### config.mk
export PLATFORM = sky130hd
export DESIGN_NAME = burst_col_gen
export DESIGN_NICKNAME = d
export VERILOG_FILES = /design/src/rtl/bcg_pkg.sv /design/src/rtl/bcg_shape_dec.sv /design/src/rtl/bcg_seq.sv /design/src/rtl/bcg_addr_map.sv /design/src/rtl/burst_col_gen.sv
export SDC_FILE = /design/constraint.sdc
export NUM_CORES = 1
export LEC_CHECK = 0
export BUFFER_PORTS_ARGS = -buffer_cell sky130_fd_sc_hd__clkbuf_2
export CORE_UTILIZATION = 39
export CTS_BUF_LIST = sky130_fd_sc_hd__clkbuf_16
export DETAILED_ROUTE_END_ITERATION = 12
export SKIP_LAST_GASP = 1
export SLEW_MARGIN = 20
export SYNTH_ARGS = -nofsm -noshare
export SYNTH_HDL_FRONTEND = slang
export SYNTH_SLANG_ARGS = --single-unit
### constraint.sdc
create_clock -name clk -period 4 [get_ports clk]
set_input_delay 0.2 -clock clk [delete_from_list [all_inputs] [get_ports clk]]
set_output_delay 0.2 -clock clk [all_outputs]
set_load 0.005 [all_outputs]
### src/rtl/bcg_pkg.sv
package bcg_pkg;
    localparam int COL_W  = 8;
    localparam int BANK_W = 1;
    localparam int LEN_W  = 3;

    typedef logic [COL_W-1:0]  col_t;
    typedef logic [BANK_W-1:0] bank_t;

    typedef enum logic [LEN_W-1:0] {
        BL_1    = 3'd0,
        BL_2    = 3'd1,
        BL_4    = 3'd2,
        BL_8    = 3'd3,
        BL_PAGE = 3'd7
    } bl_code_e;

    // Shape of a burst: which low address bits the beat counter owns.
    typedef struct packed {
        col_t mask;
        logic page;
        logic ilv;
    } shape_t;

    typedef struct packed {
        logic   active;
        col_t   beat;
        col_t   origin;
        shape_t shape;
        bank_t  bank;
        logic   autopre;
    } burst_st_t;

    function automatic col_t beat_col(col_t origin, col_t beat, shape_t sh);
        col_t off;
        off = sh.ilv ? (origin ^ beat) : (origin + beat);
        return (origin & ~sh.mask) | (off & sh.mask);
    endfunction
endpackage

### src/rtl/bcg_shape_dec.sv
module bcg_shape_dec
    import bcg_pkg::*;
(
    input  logic [LEN_W-1:0] len_code,
    input  logic             ilv,
    input  logic             brsw,
    input  logic             is_write,
    output shape_t           shape
);
    always_comb begin
        shape = '0;
        case (len_code)
            BL_2:    shape.mask = col_t'(1);
            BL_4:    shape.mask = col_t'(3);
            BL_8:    shape.mask = col_t'(7);
            BL_PAGE: begin
                shape.mask = '1;
                shape.page = 1'b1;
            end
            default: shape.mask = '0;
        endcase
        if (brsw && is_write) begin
            shape.mask = '0;
            shape.page = 1'b0;
        end
        shape.ilv = ilv & ~shape.page;
    end
endmodule

### src/rtl/bcg_seq.sv
module bcg_seq
    import bcg_pkg::*;
(
    input  logic      clk,
    input  logic      rst,
    input  logic      cke,
    input  logic      load,
    input  col_t      load_col,
    input  shape_t    load_shape,
    input  bank_t     load_bank,
    input  logic      load_ap,
    input  logic      stop,
    output burst_st_t st,
    output logic      is_last,
    output logic      pre_req,
    output bank_t     pre_bank
);
    logic finish;

    assign is_last = st.active & ~st.shape.page & (st.beat == st.shape.mask);
    assign finish  = cke & ~load & st.active & (is_last | stop);

    always_ff @(posedge clk) begin
        if (rst) begin
            st       <= '0;
            pre_req  <= 1'b0;
            pre_bank <= '0;
        end else begin
            pre_req <= finish & st.autopre;
            if (finish && st.autopre)
                pre_bank <= st.bank;
            if (cke) begin
                if (load) begin
                    st.active  <= 1'b1;
                    st.beat    <= '0;
                    st.origin  <= load_col;
                    st.shape   <= load_shape;
                    st.bank    <= load_bank;
                    st.autopre <= load_ap;
                end else if (finish) begin
                    st.active <= 1'b0;
                end else if (st.active) begin
                    st.beat <= st.beat + col_t'(1);
                end
            end
        end
    end
endmodule

### src/rtl/bcg_addr_map.sv
module bcg_addr_map
    import bcg_pkg::*;
(
    input  burst_st_t st,
    output col_t      addr
);
    assign addr = st.active ? beat_col(st.origin, st.beat, st.shape) : '0;
endmodule

### src/rtl/burst_col_gen.sv
module burst_col_gen
    import bcg_pkg::*;
(
    input  logic             clk,
    input  logic             rst,
    input  logic             cke,
    input  logic             cmd_start,
    input  logic             cmd_write,
    input  logic [COL_W-1:0] cmd_col,
    input  logic [BANK_W-1:0] cmd_bank,
    input  logic             cmd_autopre,
    input  logic             burst_stop,
    input  logic [LEN_W-1:0] mode_len,
    input  logic             mode_interleave,
    input  logic             mode_brsw,
    output logic [COL_W-1:0] col_addr,
    output logic             col_valid,
    output logic             col_last,
    output logic             pre_req,
    output logic [BANK_W-1:0] pre_bank
);
    shape_t    next_shape;
    burst_st_t st;

    bcg_shape_dec u_dec (
        .len_code (mode_len),
        .ilv      (mode_interleave),
        .brsw     (mode_brsw),
        .is_write (cmd_write),
        .shape    (next_shape)
    );

    bcg_seq u_seq (
        .clk        (clk),
        .rst        (rst),
        .cke        (cke),
        .load       (cmd_start),
        .load_col   (cmd_col),
        .load_shape (next_shape),
        .load_bank  (cmd_bank),
        .load_ap    (cmd_autopre),
        .stop       (burst_stop),
        .st         (st),
        .is_last    (col_last),
        .pre_req    (pre_req),
        .pre_bank   (pre_bank)
    );

    bcg_addr_map u_map (
        .st   (st),
        .addr (col_addr)
    );

    assign col_valid = st.active;
endmodule

==> impl_metrics.env <==
export IMPL_synth_area_top_cells="dfxtp_1, nand2_1, a21oi_1, ha_1, o21ai_0"
export IMPL_arrival_ns=2.21
export IMPL_yosys_area_top_type_share=0.3229
export IMPL_layout_nets=274
export IMPL_drt_wl_total_mm=3.832
export IMPL_synthCells=217
export IMPL_antenna_cells=0
export IMPL_crit_required_ns=3.80
export IMPL_mostFrequentLayoutCells="nand2_1, clkbuf_2, a21oi_1, dfxtp_1, nor2_1"
export IMPL_start_util=0.4126
export IMPL_ys_seq_area_frac=0.3229
export IMPL_overflow=0
export IMPL_dpl_hpwl_mm=2.895
export IMPL_cts_tree="done"
export IMPL_finalSetupViolations=0
export IMPL_critPathKind="flop to output port"
export IMPL_layout_commonest_cell="nand2_1"
export IMPL_std_cell_rows=23
export IMPL_worst_pin_slew_ns=0.7837
export IMPL_htree_num_levels=1
export IMPL_vias_per_cell=5.287
export IMPL_ant_nets=0
export IMPL_die_h_um=67.52
export IMPL_p_leak_nw=0.7427
export IMPL_final_seq_area_um2=540.5
export IMPL_critical_path_cell_chain="ha_1, fa_1, a21o_1, a21oi_1, o21ai_0, xnor2_1, a21oi_1, clkbuf_2"
export IMPL_cts_hold_buf=0
export IMPL_place_congestion=0.8552
export IMPL_peakVddDrop_v=0.0003026
export IMPL_hp_class="primary input to flop"
export IMPL_fin_skew_ns=0.002060
export IMPL_slowest_delay_ns=0.40
export IMPL_crit_top_cell="a21oi_1"
export IMPL_clock_fmax_mhz=414.6
export IMPL_grt_use_total=0.1945
export IMPL_cts_buffers=3
export IMPL_grt_pass1_wl_mm=6.624
export IMPL_powerDensity_nw_per_um2=300.7
export IMPL_status="finished clean"
export IMPL_antenna_found_initial=0
export IMPL_worst_path_buf_inv=1
export IMPL_syn_cell_area_um2=1674
export IMPL_final_fill_count=407
export IMPL_die_w_um=67.52
export IMPL_maxCapViolations=0
export IMPL_io_pins=33
export IMPL_final_max_slew_viol_count=0
export IMPL_clock_path_buffers=2
export IMPL_slowest_stage="fa_1"
export IMPL_cts_resized=0
export IMPL_vias=1549
export IMPL_clkLatencyLatePin_ns=0.26
export IMPL_rsz0062_at_grt="false"
export IMPL_grt_max_degree=25
export IMPL_period_needed_ns=2.412
export IMPL_clock_root_buffer="clkbuf_16"
export IMPL_synth_top_cell_by_area="dfxtp_1"
export IMPL_slew_headroom=0.4718
export IMPL_core_area_um2=4058
export IMPL_hold_viol_final=0
export IMPL_finalPower_mw=0.5816
export IMPL_synth_seq_cells=27
export IMPL_clk_pin_slew_ns=0.07
export IMPL_worst_setup_path_end_kind="output port"
export IMPL_syn_nets=247
export IMPL_multi_input_area_um2=1065
export IMPL_avgRoutedWirePerCell_um=13.08
export IMPL_grt_pass1_vias=1441
export IMPL_io_buffers=32
export IMPL_cp_start_kind="flop"
export IMPL_final_util=0.4767
export IMPL_ys_warn_count=0
export IMPL_die_area_um2=4558
export IMPL_area_growth_pct=15.55
export IMPL_drive_above_1_share=0.1811
export IMPL_synthDistinctLibCells=45
export IMPL_critPathMaxFanout=7
export IMPL_syn_area_per_cell_um2=7.715
export IMPL_cts_sinks=27
export IMPL_firstDrtPassIters=4
export IMPL_tns_ns=0
export IMPL_critPathTopFamily="compound AO/OA/AOI/OAI gates"
export IMPL_post_cts_buffers=0
export IMPL_drtIter0Drc=50
export IMPL_drcViolationCount=0
export IMPL_finalCritPeriodShare=0.6030
[worst min-delay path: cells and delay by family]
kind	cells	cell delay, ns
AO/OA/AOI/OAI	1	0.05
buffers and inverters	1	0.08
AND/OR/NAND/NOR	1	0.04
[cell usage after synthesis, drive strengths merged]
| cell | count |
|---|---|
| or4 | 4 |
| nand3b | 1 |
| nand3 | 8 |
| buf | 1 |
| o2111ai | 2 |
| inv | 6 |
| nand2 | 42 |
| or3 | 5 |
| o41ai | 2 |
| a311oi | 3 |
| nor4 | 2 |
| maj3 | 1 |
| a21o | 3 |
| and2 | 1 |
| o211ai | 1 |
| nand2b | 7 |
| o21ai | 11 |
| nor2b | 5 |
| o41a | 1 |
| nor2 | 12 |
| o221ai | 1 |
| clkbuf | 9 |
| xor2 | 2 |
| ha | 8 |
| o31ai | 2 |
| a31o | 1 |
| a21oi | 27 |
| and2b | 1 |
| fa | 1 |
| or2b | 1 |
| a2bb2oi | 1 |
| o32ai | 1 |
| a31oi | 2 |
| and3 | 2 |
| mux2i | 4 |
| nand4 | 2 |
| or2 | 1 |
| xnor2 | 2 |
| a211oi | 4 |
| dfxtp | 27 |
[area by class of cell]
class                      count  area share
clock buffer                   3     0.03881
clock inverter                 1    0.004528
inverter                       6     0.01164
multi-input combinational    174      0.5505
sequential                    27      0.2794
tap                           50     0.03234
timing repair buffer          32     0.08279
[through the flow]
step / hold WS, ns / worst slack, ns / std cells / instance area [µm²]
6_report: 0.1503 / 1.588 / 293 / 1934
5_1_grt: 0.1412 / 1.345 / 293 / 1934
4_1_cts: 0.1437 / 1.583 / 293 / 1934
3_5_place_dp: 0.4284 / 1.880 / 289 / 1851
3_3_place_gp: 0.4234 / 1.867 / 289 / 1851
2_1_floorplan: 0.3360 / 2.116 / 217 / 1674
[worst paths after layout]
check / from / endpoint / slack [ns] / cells after the start
worst max register to register: u_seq.st[10] / u_seq.st[23] / 1.91 / 5
worst min register to register: u_seq.st[0] / u_seq.st[0] / 0.45 / 2
worst max-delay path: u_seq.st[20] / col_addr[6] / 1.59 / 8
worst min-delay path: cmd_col[7] / u_seq.st[19] / 0.15 / 3
[logic make-up after synthesis]
group	after synthesis	share of synthesized area
adder cells (fa/ha/maj)	10	0.07773
AO/OA/AOI/OAI	62	0.2422
AND/OR/NAND/NOR	94	0.2713
multiplexers	4	0.02392
XOR/XNOR	4	0.02093
flip-flops	27	0.3229
buffers and inverters	16	0.04110
[power by group]
part	internal (mW)	total (mW)	switching, mW
Sequential	0.276	0.285	0.00949
Clock	0.138	0.237	0.0987
Combinational	0.0249	0.0591	0.0342
[sequential cells by signal, indices dropped and copies added, names as in the netlist]
signal          flops
u_seq.pre_bank      1
u_seq.pre_req       1
u_seq.st           25
[layer usage]
layer  vias up  track usage  share of wire
met1       678       0.2661           0.52
li1        840            -              -
met3         2      0.04899          0.049
met2        29       0.3045           0.43
met4         0      0.04255         0.0060
met5         -            0              0
Power figures use the tool's default switching activity.
